--- config.mk ---
export PLATFORM = sky130hd
export DESIGN_NAME = trig_capture_logger
export DESIGN_NICKNAME = d
export VERILOG_FILES = /design/src/rtl/cap_pkg.sv /design/src/rtl/cap_trigger.sv /design/src/rtl/cap_filter.sv /design/src/rtl/cap_fifo.sv /design/src/rtl/trig_capture_logger.sv
export SDC_FILE = /design/constraint.sdc
export NUM_CORES = 1
export LEC_CHECK = 0
export ABC_CLOCK_PERIOD_IN_PS = 8260
export BUFFER_PORTS_ARGS = -buffer_cell sky130_fd_sc_hd__buf_4
export CORE_MARGIN = 3
export CORE_UTILIZATION = 60
export DETAILED_ROUTE_END_ITERATION = 16
export PLACE_DENSITY = 0.77
export SLEW_MARGIN = 40
export SYNTH_ARGS = -nofsm -noshare
export SYNTH_HDL_FRONTEND = slang
export SYNTH_SLANG_ARGS = --single-unit
--- constraint.sdc ---
create_clock -name clk -period 8.26 [get_ports clk]
set_input_delay 1.652 -clock clk [delete_from_list [all_inputs] [get_ports clk]]
set_output_delay 1.652 -clock clk [all_outputs]
set_load 0.05 [all_outputs]
--- src/rtl/cap_pkg.sv ---
package cap_pkg;

  // Run state of the delayed trigger
  typedef enum logic [1:0] {
    ST_IDLE  = 2'd0,  // waiting for the first bus reset
    ST_INRST = 2'd1,  // bus held in its first reset
    ST_ARMED = 2'd2,  // timer running toward the delay
    ST_TRIG  = 2'd3   // window open
  } run_state_e;

endpackage

--- src/rtl/cap_trigger.sv ---
module cap_trigger
  import cap_pkg::*;
#(
  parameter int TS_W = 32
) (
  input  logic            clk,
  input  logic            rst_n,
  input  logic            rearm_i,
  input  logic            bus_rst_i,
  input  logic [TS_W-1:0] delay_i,
  output logic [TS_W-1:0] ts_o,
  output logic            win_o,
  output logic            armed_o,
  output logic            trig_o
);

  run_state_e      st_q, st_d;
  logic [TS_W-1:0] ts_q, ts_d;
  logic            hit;
  logic            st_en;

  // Comparator: fires in the cycle the timer reaches the delay
  assign hit = (st_q == ST_ARMED) && (ts_q == delay_i);

  always_comb begin
    ts_d = ts_q + TS_W'(1);
    if ((st_q == ST_INRST) && !bus_rst_i) begin
      ts_d = '0;
    end
    st_d = st_q;
    unique case (st_q)
      ST_IDLE:  if (bus_rst_i)  st_d = ST_INRST;
      ST_INRST: if (!bus_rst_i) st_d = ST_ARMED;
      ST_ARMED: if (hit)        st_d = ST_TRIG;
      default:                  st_d = ST_TRIG;
    endcase
    if (rearm_i) begin
      st_d = ST_IDLE;
    end
  end

  assign st_en = (st_d != st_q);

  always_ff @(posedge clk or negedge rst_n) begin
    if (!rst_n) begin
      st_q <= ST_IDLE;
    end else if (st_en) begin
      st_q <= st_d;
    end
  end

  always_ff @(posedge clk or negedge rst_n) begin
    if (!rst_n) begin
      ts_q <= '0;
    end else begin
      ts_q <= ts_d;
    end
  end

  assign ts_o    = ts_q;
  assign win_o   = hit || (st_q == ST_TRIG);
  assign armed_o = (st_q == ST_ARMED);
  assign trig_o  = (st_q == ST_TRIG);

endmodule

--- src/rtl/cap_filter.sv ---
module cap_filter #(
  parameter int DATA_W = 32
) (
  input  logic              clk,
  input  logic              rst_n,
  input  logic              rearm_i,
  input  logic              win_i,
  input  logic              vld_i,
  input  logic [DATA_W-1:0] word_i,
  input  logic              zero_skip_i,
  input  logic              full_i,
  output logic              push_o,
  output logic              ovf_o
);

  logic is_zero;
  logic accept;
  logic ovf_q, ovf_d, ovf_en;

  assign is_zero = (word_i == '0);
  assign accept  = win_i && vld_i && !(zero_skip_i && is_zero);
  assign push_o  = accept && !full_i && !rearm_i;

  always_comb begin
    ovf_d = ovf_q;
    if (rearm_i) begin
      ovf_d = 1'b0;
    end else if (accept && full_i) begin
      ovf_d = 1'b1;
    end
  end

  assign ovf_en = (ovf_d != ovf_q);

  always_ff @(posedge clk or negedge rst_n) begin
    if (!rst_n) begin
      ovf_q <= 1'b0;
    end else if (ovf_en) begin
      ovf_q <= ovf_d;
    end
  end

  assign ovf_o = ovf_q;

endmodule

--- src/rtl/cap_fifo.sv ---
module cap_fifo #(
  parameter int W     = 64,
  parameter int DEPTH = 16
) (
  input  logic         clk,
  input  logic         rst_n,
  input  logic         flush_i,
  input  logic         push_i,
  input  logic [W-1:0] wdata_i,
  input  logic         pop_req_i,
  output logic [W-1:0] rdata_o,
  output logic         empty_o,
  output logic         full_o
);

  localparam int  AW   = (DEPTH > 1) ? $clog2(DEPTH) : 1;
  localparam int  CW   = $clog2(DEPTH + 1);
  localparam bit  POW2 = ((DEPTH & (DEPTH - 1)) == 0);

  logic [W-1:0]  mem [DEPTH];
  logic [AW-1:0] wp_q, wp_d, wp_inc;
  logic [AW-1:0] rp_q, rp_d, rp_inc;
  logic [CW-1:0] cnt_q, cnt_d;
  logic          pop;
  logic          ptr_en;

  generate
    if (POW2) begin : g_pow2
      assign wp_inc = wp_q + AW'(1);
      assign rp_inc = rp_q + AW'(1);
    end else begin : g_wrap
      assign wp_inc = (wp_q == AW'(DEPTH - 1)) ? '0 : wp_q + AW'(1);
      assign rp_inc = (rp_q == AW'(DEPTH - 1)) ? '0 : rp_q + AW'(1);
    end
  endgenerate

  assign empty_o = (cnt_q == '0);
  assign full_o  = (cnt_q == CW'(DEPTH));
  assign pop     = pop_req_i && !empty_o;

  always_comb begin
    wp_d  = wp_q;
    rp_d  = rp_q;
    cnt_d = cnt_q;
    if (flush_i) begin
      wp_d  = '0;
      rp_d  = '0;
      cnt_d = '0;
    end else begin
      if (push_i) wp_d = wp_inc;
      if (pop)    rp_d = rp_inc;
      cnt_d = cnt_q + CW'(push_i) - CW'(pop);
    end
  end

  assign ptr_en = flush_i || push_i || pop;

  always_ff @(posedge clk or negedge rst_n) begin
    if (!rst_n) begin
      wp_q  <= '0;
      rp_q  <= '0;
      cnt_q <= '0;
    end else if (ptr_en) begin
      wp_q  <= wp_d;
      rp_q  <= rp_d;
      cnt_q <= cnt_d;
    end
  end

  always_ff @(posedge clk) begin
    if (push_i) begin
      mem[wp_q] <= wdata_i;
    end
  end

  assign rdata_o = mem[rp_q];

endmodule

--- src/rtl/trig_capture_logger.sv ---
module trig_capture_logger #(
  parameter int DATA_W = 32,
  parameter int TS_W   = 32,
  parameter int DEPTH  = 16
) (
  input  logic              clk,
  input  logic              rst_n,
  input  logic              rearm_i,
  input  logic [TS_W-1:0]   delay_i,
  input  logic              zero_skip_i,
  input  logic              bus_rst_i,
  input  logic              word_vld_i,
  input  logic [DATA_W-1:0] word_i,
  input  logic              rd_en_i,
  output logic [TS_W-1:0]   rec_ts_o,
  output logic [DATA_W-1:0] rec_data_o,
  output logic              empty_o,
  output logic              full_o,
  output logic              armed_o,
  output logic              triggered_o,
  output logic              overflow_o
);

  localparam int REC_W = TS_W + DATA_W;

  logic [TS_W-1:0]  ts;
  logic             win;
  logic             push;
  logic [REC_W-1:0] rec_in;
  logic [REC_W-1:0] rec_out;

  cap_trigger #(.TS_W(TS_W)) u_trig (
    .clk       (clk),
    .rst_n     (rst_n),
    .rearm_i   (rearm_i),
    .bus_rst_i (bus_rst_i),
    .delay_i   (delay_i),
    .ts_o      (ts),
    .win_o     (win),
    .armed_o   (armed_o),
    .trig_o    (triggered_o)
  );

  cap_filter #(.DATA_W(DATA_W)) u_filt (
    .clk         (clk),
    .rst_n       (rst_n),
    .rearm_i     (rearm_i),
    .win_i       (win),
    .vld_i       (word_vld_i),
    .word_i      (word_i),
    .zero_skip_i (zero_skip_i),
    .full_i      (full_o),
    .push_o      (push),
    .ovf_o       (overflow_o)
  );

  assign rec_in = {ts, word_i};

  cap_fifo #(.W(REC_W), .DEPTH(DEPTH)) u_fifo (
    .clk       (clk),
    .rst_n     (rst_n),
    .flush_i   (rearm_i),
    .push_i    (push),
    .wdata_i   (rec_in),
    .pop_req_i (rd_en_i),
    .rdata_o   (rec_out),
    .empty_o   (empty_o),
    .full_o    (full_o)
  );

  assign rec_ts_o   = rec_out[REC_W-1:DATA_W];
  assign rec_data_o = rec_out[DATA_W-1:0];

endmodule

## Yosys cells after proc, flatten, opt, wreduce, memory -nomap -nowiden

Memories as Yosys holds them, arrays and structs flattened.
Cells that the tools add are included.

- Eq/ne operators: 7
- $add $sub $neg: 5
- Reductions and logical operators: 24
- Mux-type cells: 15

Operators with widths:

| cell | number |
|---|---|
| adder 32 x 1 -> 32 bit (second input constant) | 1 |
| equality test 32 bit | 1 |
| logical NOT 32 bit | 1 |
| two-way mux 32 bit | 1 |
| two-way mux 4 bit | 4 |
| logical AND 1 bit | 9 |
| adder 4 x 1 -> 4 bit (second input constant) | 2 |
| two-way mux 2 bit | 4 |
| one-hot mux 2 bit (3 select lines) | 1 |
| adder 5 x 1 -> 5 bit | 1 |
| equality test 5 bit (second input constant) | 1 |
| logical NOT 1 bit | 5 |
| logical NOT 5 bit | 1 |
| two-way mux 5 bit | 1 |
| subtractor 5 x 1 -> 5 bit | 1 |
| equality test 2 bit (second input constant) | 2 |
| two-way mux 1 bit | 4 |
| AND reduction 2 bit | 2 |
| nonzero test 2 bit | 2 |
| logical OR 1 bit | 3 |
| equality test 2 x 1 -> 1 bit (second input constant) | 1 |
| logical NOT 2 bit | 1 |
| != test 2 bit | 1 |
| != test 1 bit | 1 |

- Register bits after elaboration: 48
- Output and inout port bits: 69
- RAM bits: 1,024
- Logic and storage cells: 58
- Input bits: 71
- Memories kept: 1

Memory list:

| memory | words | width | read ports | clocked after memory_dff | write ports | RTL line | source |
|---|---|---|---|---|---|---|---|
| u_fifo.mem | 16 | 64 | 1 | 0 | 1 | cap_fifo.sv:20 | `logic [W-1:0] mem [DEPTH];` |

## Logic depth before layout (Yosys ltp)

Gate-level depths: netlist of run 1.

- Depth in word-level cells: 10
- Gate-level depth with buffers: 19
- Gate-level depth less buffers: 17

## Cells and area by module

A second synthesis of run 1 with hierarchy kept.

- Cell total of the unflattened synthesis: 1,913
- Area, all modules: 41,298.4 um2

By module, submodules not included:

| module | sequential area each (um2) | instances | cells an instance | area each (um2) |
|---|---|---|---|---|
| cap_fifo | 31,074.8 | 1 | 1,675 | 39,106.3 |
| cap_trigger | 850.8 | 1 | 217 | 2,048.2 |
| cap_filter | 25.0 | 1 | 21 | 143.9 |

## Least setup slack after synthesis of run 1

Ideal clock, no wire load.

- Path kind: input to register
- Start point: in delay_i[22]
- End point: mem u_fifo.mem[3][0], enable pin
- Path slack: 1.202 ns
- Cell stages on the path: 8
- Arrival time: 6.536 ns
- Setup time: 0.522 ns
- Path buffers: 2
- Data required time: 7.738 ns
- Path through: xor2_1 -> nor4_1 -> nand3_1 -> o31a_1 -> buf_6 -> nor3_4 -> buf_6 -> nor4b_2

- Longest elaborated chain between the ends: 9

Ends and longest elaborated chain:

| what | RTL line | source |
|---|---|---|
| start, declared | trig_capture_logger.sv:9 | `input logic [TS_W-1:0] delay_i,` |
| equality test 32 bit | cap_trigger.sv:23 | `assign hit = (st_q == ST_ARMED) && (ts_q == delay_i);` |
| logical AND 1 bit | cap_trigger.sv:23 |  |
| logical OR 1 bit | cap_trigger.sv:61 | `assign win_o = hit \|\| (st_q == ST_TRIG);` |
| logical AND 1 bit (2 in series) | cap_filter.sv:21 | `assign accept = win_i && vld_i && !(zero_skip_i && is_zero);` |
| logical AND 1 bit (2 in series) | cap_filter.sv:22 | `assign push_o = accept && !full_i && !rearm_i;` |
| two-way mux 1 bit | cap_fifo.sv:71 | `if (push_i) begin` |
| two-way mux 1 bit (not written as such) | cap_fifo.sv:72 | `mem[wp_q] <= wdata_i;` |
| end, declared | cap_fifo.sv:20 |  |

Every way passes these cells.

## Worst setup path after layout of run 1

- Start point: reg u_fifo.rp_q[0]
- End point: out rec_data_o[16]

- Longest elaborated chain between the ends: 1

Ends and longest elaborated chain:

| what | RTL line | source |
|---|---|---|
| start, declared | cap_fifo.sv:22 | `logic [AW-1:0] rp_q, rp_d, rp_inc;` |
| start signal, assigned | cap_fifo.sv:65 | `rp_q <= rp_d;` |
| memory (16 x 64 bit) | - |  |
| end, declared | trig_capture_logger.sv:16 | `output logic [DATA_W-1:0] rec_data_o,` |

Every way passes these cells.

==> results of run 1 <==
-- cell families (layout without fill, tap and decap cells) --
logic type | after synthesis | after routing
other | 0 | 2
and+or+nand+nor | 167 | 167
muxes | 323 | 323
adders and majority gates | 13 | 13
AOI/OAI and AO/OA | 31 | 31
xor gates and xnor gates | 63 | 63
DFF | 1072 | 1072
buffers and inverters | 103 | 380
-- metrics by stage --
step,power (W),util [%],instances,hold slack [ns]
2_1_floorplan,0.006297,-,1772,0.4952
3_3_place_gp,0.006428,64.35,2777,0.4813
3_5_place_dp,0.006446,64.48,2781,0.4915
4_1_cts,0.01109,69.46,2970,0.5056
5_1_grt,0.01132,69.46,2970,0.5265
6_report,0.01104,69.47,2972,0.5123
-- placed cells by master (no fill, tap or decap), types with 8 or more instances in the layout --
cell / netlist / routed
sky130_fd_sc_hd__and4b_4: 0 / 8
sky130_fd_sc_hd__inv_1: 21 / 21
sky130_fd_sc_hd__xnor2_1: 12 / 12
sky130_fd_sc_hd__nand3_1: 19 / 19
sky130_fd_sc_hd__nor2_1: 46 / 46
sky130_fd_sc_hd__nor3_1: 8 / 8
sky130_fd_sc_hd__a21oi_1: 9 / 9
sky130_fd_sc_hd__bufinv_16: 0 / 12
sky130_fd_sc_hd__o21ai_0: 8 / 8
sky130_fd_sc_hd__buf_4: 0 / 162
sky130_fd_sc_hd__xor2_1: 51 / 51
sky130_fd_sc_hd__mux4_2: 320 / 320
sky130_fd_sc_hd__nor4_1: 21 / 20
sky130_fd_sc_hd__edfxtp_1: 1024 / 1024
sky130_fd_sc_hd__dfrtp_1: 48 / 44
sky130_fd_sc_hd__ha_1: 12 / 12
sky130_fd_sc_hd__clkbuf_1: 50 / 25
sky130_fd_sc_hd__clkinv_2: 0 / 14
sky130_fd_sc_hd__clkbuf_16: 0 / 105
sky130_fd_sc_hd__nand4_1: 10 / 10
sky130_fd_sc_hd__nand2_1: 17 / 17
sky130_fd_sc_hd__clkinv_1: 0 / 18
-- where the power goes --
| part | switching, W | leakage (nW) | internal [W] |
|---|---|---|---|
| sequential | 0.0000933 | 9.98 | 0.00599 |
| clock | 0.00195 | 1.64 | 0.00275 |
| combinational | 0.000152 | 3.23 | 0.000107 |
-- worst max-delay path: stages, from the launching register on --
cell                      delay (ns)
sky130_fd_sc_hd__dfrtp_4        0.76
sky130_fd_sc_hd__buf_12         0.29
sky130_fd_sc_hd__buf_6          0.57
sky130_fd_sc_hd__mux4_2         0.61
sky130_fd_sc_hd__mux4_2         0.54
sky130_fd_sc_hd__buf_4          0.22
-- flip-flops by register name, summed over array words and instances (netlist names) --
name / flops
u_fifo.mem: 1024
u_filt.ovf_o: 1
u_trig.st_q: 2
u_fifo.rp_q: 4
u_trig.ts_o: 32
u_fifo.wp_q: 4
u_fifo.cnt_q: 5
-- final timing paths --
kind	from	end	slack (ns)	depth (start not counted)
min	u_filt.ovf_o	u_filt.ovf_o	0.51	1
max reg2reg	u_trig.ts_o[27]	u_fifo.cnt_q[4]	3.34	17
max	u_fifo.rp_q[0]	rec_data_o[16]	2.90	5
min in group asynchronous	rst_n	u_trig.ts_o[30]	1.02	1
min reg2reg	u_filt.ovf_o	u_filt.ovf_o	0.51	1
max in group asynchronous	rst_n	u_fifo.rp_q[0]	6.71	1
-- synthesized netlist by cell type (5+ instances only) --
master / instances / area, sq um
sky130_fd_sc_hd__nand2_1: 17 / 63.81
sky130_fd_sc_hd__dfrtp_1: 48 / 1201
sky130_fd_sc_hd__clkbuf_1: 50 / 187.7
sky130_fd_sc_hd__buf_2: 24 / 120.1
sky130_fd_sc_hd__nor4_1: 21 / 131.4
sky130_fd_sc_hd__ha_1: 12 / 150.1
sky130_fd_sc_hd__a21oi_1: 9 / 45.04
sky130_fd_sc_hd__xor2_1: 51 / 446.7
sky130_fd_sc_hd__nor2_1: 46 / 172.7
sky130_fd_sc_hd__or3_1: 5 / 31.28
sky130_fd_sc_hd__nand4_1: 10 / 62.56
sky130_fd_sc_hd__inv_1: 21 / 78.83
sky130_fd_sc_hd__and4b_1: 7 / 70.07
sky130_fd_sc_hd__nand3_1: 19 / 95.09
sky130_fd_sc_hd__mux4_2: 320 / 7207
sky130_fd_sc_hd__buf_1: 6 / 22.52
sky130_fd_sc_hd__nor3_1: 8 / 40.04
sky130_fd_sc_hd__xnor2_1: 12 / 105.1
sky130_fd_sc_hd__and3_1: 6 / 37.54
sky130_fd_sc_hd__o21ai_0: 8 / 40.04
sky130_fd_sc_hd__nand2b_1: 5 / 31.28
sky130_fd_sc_hd__edfxtp_1: 1024 / 30750
-- final cells by class --
class                      count  area [sq um]
sequential                  1072         31970
fill                        3846         20720
multi-input combinational    597          9199
clock buffer                 135          2790
timing repair buffer         170          1368
tap                          921          1152
clock inverter                54         590.6
inverter                      21         78.83
antenna                        2         5.005
-- layer usage --
layer | GRT usage (%) | share of wire [%]
met1 | 38.16 | 39
met2 | 43.20 | 50
met3 | 5.420 | 8.5
met4 | 8.531 | 3.0
met5 | 0 | 0
==> impl_metrics.py, run 1 <==
metrics = {
    "sta": {
        "min_period_ns": 5.362,
        "finalClockSkew_ns": 0.02354,
        "max_clock_freq_mhz": 186.5,
        "max_slew_margin_pct": 42.43,
        "hold_viol": 0,
        "report.final.setup_viol": 0,
        "maxSlewViolCount": 0,
        "minimum_setup_slack_in_the_final_design_ns": 2.898,
        "timing_worst_slew_pin_value_ns": 0.8557,
        "finalCritPeriodShare_pct": 64.91,
        "total_neg_setup_slack_ns": 0,
        "rsz0062_at_grt": "false",
    },
    "clock_tree": {
        "ctsResizeCount": 0,
        "tritoncts.num_buffers": 102,
        "worstSkewPairLatency_ns": 0.66,
        "cts_tree": "built",
        "root_buffer": "sky130_fd_sc_hd__clkbuf_16",
        "cts.sinks": 1072,
        "postCtsHoldBufs": 0,
        "cts_setup_buffers": 0,
        "ctsHtreeMaxLevel": 3,
        "cts.reportedPaths.clkPinSlew_ns": 0.06,
        "cts.path.max_buffers": 3,
    },
    "synthesis": {
        "ys_dominant_reg_cell": "sky130_fd_sc_hd__edfxtp_1",
        "synth-simple-area-share_pct": 2.315,
        "yosys.cell_types.count": 50,
        "synth_xor_xnor_area_share_pct": 1.329,
        "adder_and_majority_cell_fraction_of_the_synthesized_area_pct": 0.4099,
        "synth.yosys.warnings": 0,
        "number_of_synthesized_flops_with_an_enable_pin": 1024,
        "yosys-mux-area-fraction_pct": 17.44,
        "synth-compound-area-share_pct": 0.5063,
        "avgSynthCellArea_sq_um": 23.43,
        "synth_area_sq_mm": 0.04151,
        "synth_top_family_by_area": "multiplexers",
        "synthCells": 1772,
        "synth_fp_nets": 1856,
        "postSynth.asyncResetShare_pct": 4.478,
        "synth-seq-area-share_pct": 76.96,
        "postSynthRegisterBits": 1072,
    },
    "drt": {
        "finalWirelength_microns": 93270,
        "antenna_violation_net_count_after_detailed_routing": 0,
        "starting_drc_count_in_detailed_routing": 2396,
        "avgViaCountPerCell": 6.665,
        "route.vias.total": 19810,
        "drc_errors": 0,
        "drt_pass1_iterations": 5,
        "route.detailed.wl_per_inst_microns": 31.38,
    },
    "setup_path": {
        "worstPathRequired_ns": 6.61,
        "worstPathMaxFanout": 45,
        "worst-endpoint-arrival_ns": 3.71,
        "criticalPathCategory": "reg2out",
        "critPathLaunchType": "flop",
        "cp-end-kind": "output pin",
    },
    "finish": {
        "final_cell_area_sq_mm": 0.04715,
        "final_net_count": 2048,
        "flow.area_growth_from_synthesis_pct": 13.57,
        "post_route_cells_drive_above_1_share_pct": 32.50,
    },
    "global_routing": {
        "wire_length_of_the_first_global_routing_pass_microns": 138500,
        "globalRouteOverflowTotal": 0,
        "grt_pass1_vias": 20400,
        "grt_antenna_before_repair": 2,
        "grt_max_degree": 120,
        "global_router_s_overall_resource_usage_pct": 26.85,
    },
    "status": {
        "run_status": "finished, final reports clean",
    },
    "hold_path": {
        "hold_path_class": "reg2reg",
    },
    "run": {
        "max_cap_violations": 0,
    },
    "die": {
        "core_ar_sq_mm": 0.06787,
        "io_count": 140,
        "die-width_microns": 269.0,
        "die_height_microns": 269.0,
        "start_util_pct": 61.17,
        "rows": 95,
        "fp.dieArea_sq_mm": 0.07238,
    },
    "placement": {
        "gp_routability_congestion": 0.8796,
        "numPortBuffers": 139,
        "post-dp-hpwl_microns": 47000,
        "dpl_cell_area_sq_mm": 0.04376,
        "dp_worst_setup_slack_ns": 2.517,
    },
    "power_and_ir_drop": {
        "leakage_nw": 14.85,
        "max-vdd-ir-drop_uv": 238.3,
        "power.density_mw_per_mm2": 234.2,
    },
}
No activity file was read; power rests on OpenSTA's default activity.
==> run 2: changes to the inputs <==
--- a/config.mk
+++ b/config.mk
@@ -5,7 +5,7 @@
 export SDC_FILE = /design/constraint.sdc
 export NUM_CORES = 1
 export LEC_CHECK = 0
-export ABC_CLOCK_PERIOD_IN_PS = 8260
+export ABC_CLOCK_PERIOD_IN_PS = 5200
 export BUFFER_PORTS_ARGS = -buffer_cell sky130_fd_sc_hd__buf_4
 export CORE_MARGIN = 3
 export CORE_UTILIZATION = 60
==> constraint.sdc (replaced) <==
create_clock -name clk -period 5.2 [get_ports clk]
set_input_delay 1.04 -clock clk [delete_from_list [all_inputs] [get_ports clk]]
set_output_delay 1.04 -clock clk [all_outputs]
set_load 0.05 [all_outputs]
==> run 2 against run 1 <==
Non-clock buffer count rose by 41; count of clock-buffer cells in the layout is 6 lower; flip-flop and latch count is the same; sequential share of layout area shrank 0.64 points; core utilization is 0.66 points higher; clock power increased by 58%; worst setup slack worse by 2.2 ns; worst hold slack lost 0.10 ns; cell count up 1.3%; final area grew 0.95%; largest cell class unchanged; highest routed layer unchanged.
==> impl_metrics.py, run 2 (synthesized netlist as in run 1, its figures left out) <==
metrics = {
    "sta": {
        "hold_viol": 0,
        "finalCritPeriodShare_pct": 86.77,
        "timing_worst_slew_pin_value_ns": 0.8634,
        "rsz0062_at_grt": "false",
        "report.final.setup_viol": 0,
        "max_clock_freq_mhz": 221.6,
        "min_period_ns": 4.512,
        "total_neg_setup_slack_ns": 0,
        "worst_hold_slack_after_final_layout_ns": 0.4112,
        "max_slew_margin_pct": 42.44,
        "maxSlewViolCount": 0,
        "finalClockSkew_ns": 0.02591,
    },
    "drt": {
        "drt_pass1_iterations": 6,
        "drc_errors": 0,
        "starting_drc_count_in_detailed_routing": 2811,
        "avgViaCountPerCell": 6.690,
        "antenna_violation_net_count_after_detailed_routing": 0,
        "route.vias.total": 20140,
        "route.detailed.wl_per_inst_microns": 32.33,
        "finalWirelength_microns": 97360,
    },
    "setup_path": {
        "worst-endpoint-arrival_ns": 5.05,
        "cpPeakStageDelay_ns": 0.82,
        "criticalPathCategory": "reg2reg",
        "cp-end-kind": "flop",
        "worstPathRequired_ns": 5.74,
        "worst_path_most_repeated_cell": "sky130_fd_sc_hd__inv_1",
        "critPathLaunchType": "flop",
        "rr_startpoint": "u_trig.ts_o[6]",
        "worst_path_dominant_cell_family": "compound AO/OA/AOI/OAI gates",
        "cell_breakdown_of_the_critical_path": "xor2_1 -> nor4_2 -> nand4_1 -> o31a_1 -> nor3_4 -> inv_1 -> ha_1 -> inv_1 -> ha_1 -> inv_1 -> fa_1 -> nand2b_1 -> a21oi_1 -> nor2_1 -> xnor2_1 -> o31ai_1 -> a221oi_1",
        "worstPathMaxFanout": 22,
        "timing.critical_path.from": "u_trig.ts_o[6]",
        "cp.buffers_inverters": 3,
        "cp_slowest_cell": "sky130_fd_sc_hd__dfrtp_1",
    },
    "die": {
        "die-width_microns": 269.0,
        "die_height_microns": 269.0,
        "start_util_pct": 61.17,
        "rows": 95,
        "core_ar_sq_mm": 0.06787,
        "io_count": 140,
        "fp.dieArea_sq_mm": 0.07238,
    },
    "finish": {
        "regMostFlops": "u_fifo.mem",
        "largest_reg_flops": 1024,
        "commonest_non_fill_non_tap_cell_in_the_layout": "sky130_fd_sc_hd__edfxtp_1",
        "flow.area_growth_from_synthesis_pct": 14.65,
        "n_fill_cell": 3802,
        "final_net_count": 2088,
        "layout_common_cells": "sky130_fd_sc_hd__edfxtp_1, sky130_fd_sc_hd__mux4_2, sky130_fd_sc_hd__buf_4",
        "post_route_cells_drive_above_1_share_pct": 33.89,
    },
    "status": {
        "run_status": "finished, final reports clean",
    },
    "power_and_ir_drop": {
        "leakage_nw": 15.09,
        "power.density_mw_per_mm2": 368.2,
        "max-vdd-ir-drop_uv": 339.1,
    },
    "placement": {
        "numPortBuffers": 139,
        "gp_routability_congestion": 0.8984,
        "post-dp-hpwl_microns": 49140,
    },
    "clock_tree": {
        "worstSkewPairLatency_ns": 0.65,
        "cts.path.max_buffers": 3,
        "cts.reportedPaths.clkPinSlew_ns": 0.06,
        "root_buffer": "sky130_fd_sc_hd__clkbuf_16",
        "tritoncts.num_buffers": 101,
        "cts_setup_buffers": 0,
        "ctsHtreeMaxLevel": 3,
        "cts.sinks": 1072,
        "postCtsHoldBufs": 0,
        "ctsResizeCount": 0,
        "cts_tree": "built",
    },
    "global_routing": {
        "global_router_s_overall_resource_usage_pct": 27.82,
        "wire_length_of_the_first_global_routing_pass_microns": 142700,
        "globalRouteOverflowTotal": 0,
        "grt_antenna_before_repair": 0,
        "grt_max_degree": 91,
        "grt_pass1_vias": 20900,
    },
    "hold_path": {
        "hold_path_class": "in2async",
    },
    "run": {
        "max_cap_violations": 0,
    },
}
[run 2: cell type report]
| class | count | area (sq um) | area share (%) |
|---|---|---|---|
| timing repair buffer | 211 | 1851 | 3.888 |
| clock buffer | 129 | 2706 | 5.686 |
| tap | 921 | 1152 | 2.421 |
| inverter | 21 | 78.83 | 0.1656 |
| antenna | 1 | 2.502 | 0.005257 |
| sequential | 1072 | 31970 | 67.16 |
| multi-input combinational | 597 | 9210 | 19.35 |
| clock inverter | 59 | 630.6 | 1.325 |
[run 2: final timing paths]
| check | to | slack, ns | cells after the start |
|---|---|---|---|
| max | u_fifo.cnt_q[4] | 0.69 | 17 |
| min | u_trig.ts_o[26] | 0.41 | 1 |
| max reg2reg | u_fifo.cnt_q[4] | 0.69 | 17 |
| min reg2reg | u_filt.ovf_o | 0.50 | 1 |
| max in group asynchronous | u_fifo.rp_q[2] | 4.30 | 1 |
| min in group clk | u_filt.ovf_o | 0.50 | 1 |
[run 2: where the power goes]
| group | total [W] | leakage (nW) | switching [W] | internal [W] |
|---|---|---|---|---|
| clock network | 0.00742 | 1.63 | 0.00309 | 0.00432 |
| registers | 0.00957 | 9.98 | 0.0000492 | 0.00952 |
| logic | 0.000544 | 3.48 | 0.000350 | 0.000193 |
| total | 0.0175 | 15.1 | 0.00349 | 0.0140 |
[run 2: layer usage]
metal  GRT usage (%)  vias to the layer above  wire length (microns)
li1                -                     8019                      -
met1           39.39                    10660                  36340
met2           44.87                     1281                  48890
met3           5.274                      182                   9325
met4           9.455                        0                   2802
met5               0                        -                      0
[run 2: stage by stage]
| stage | util (%) | cell area, sq um | setup WS [ns] | cells | power [W] |
|---|---|---|---|---|---|
| floorplan | - | 41520 | 0.2672 | 1772 | 0.01000 |
| global placement | 65.15 | 44220 | 0.6076 | 2821 | 0.01026 |
| detailed placement | 65.16 | 44220 | 0.5203 | 2821 | 0.01028 |
| CTS | 70.07 | 47560 | 0.6901 | 3009 | 0.01762 |
| global route | 70.12 | 47590 | 0.4462 | 3010 | 0.01798 |
| finish | 70.13 | 47600 | 0.6880 | 3011 | 0.01753 |
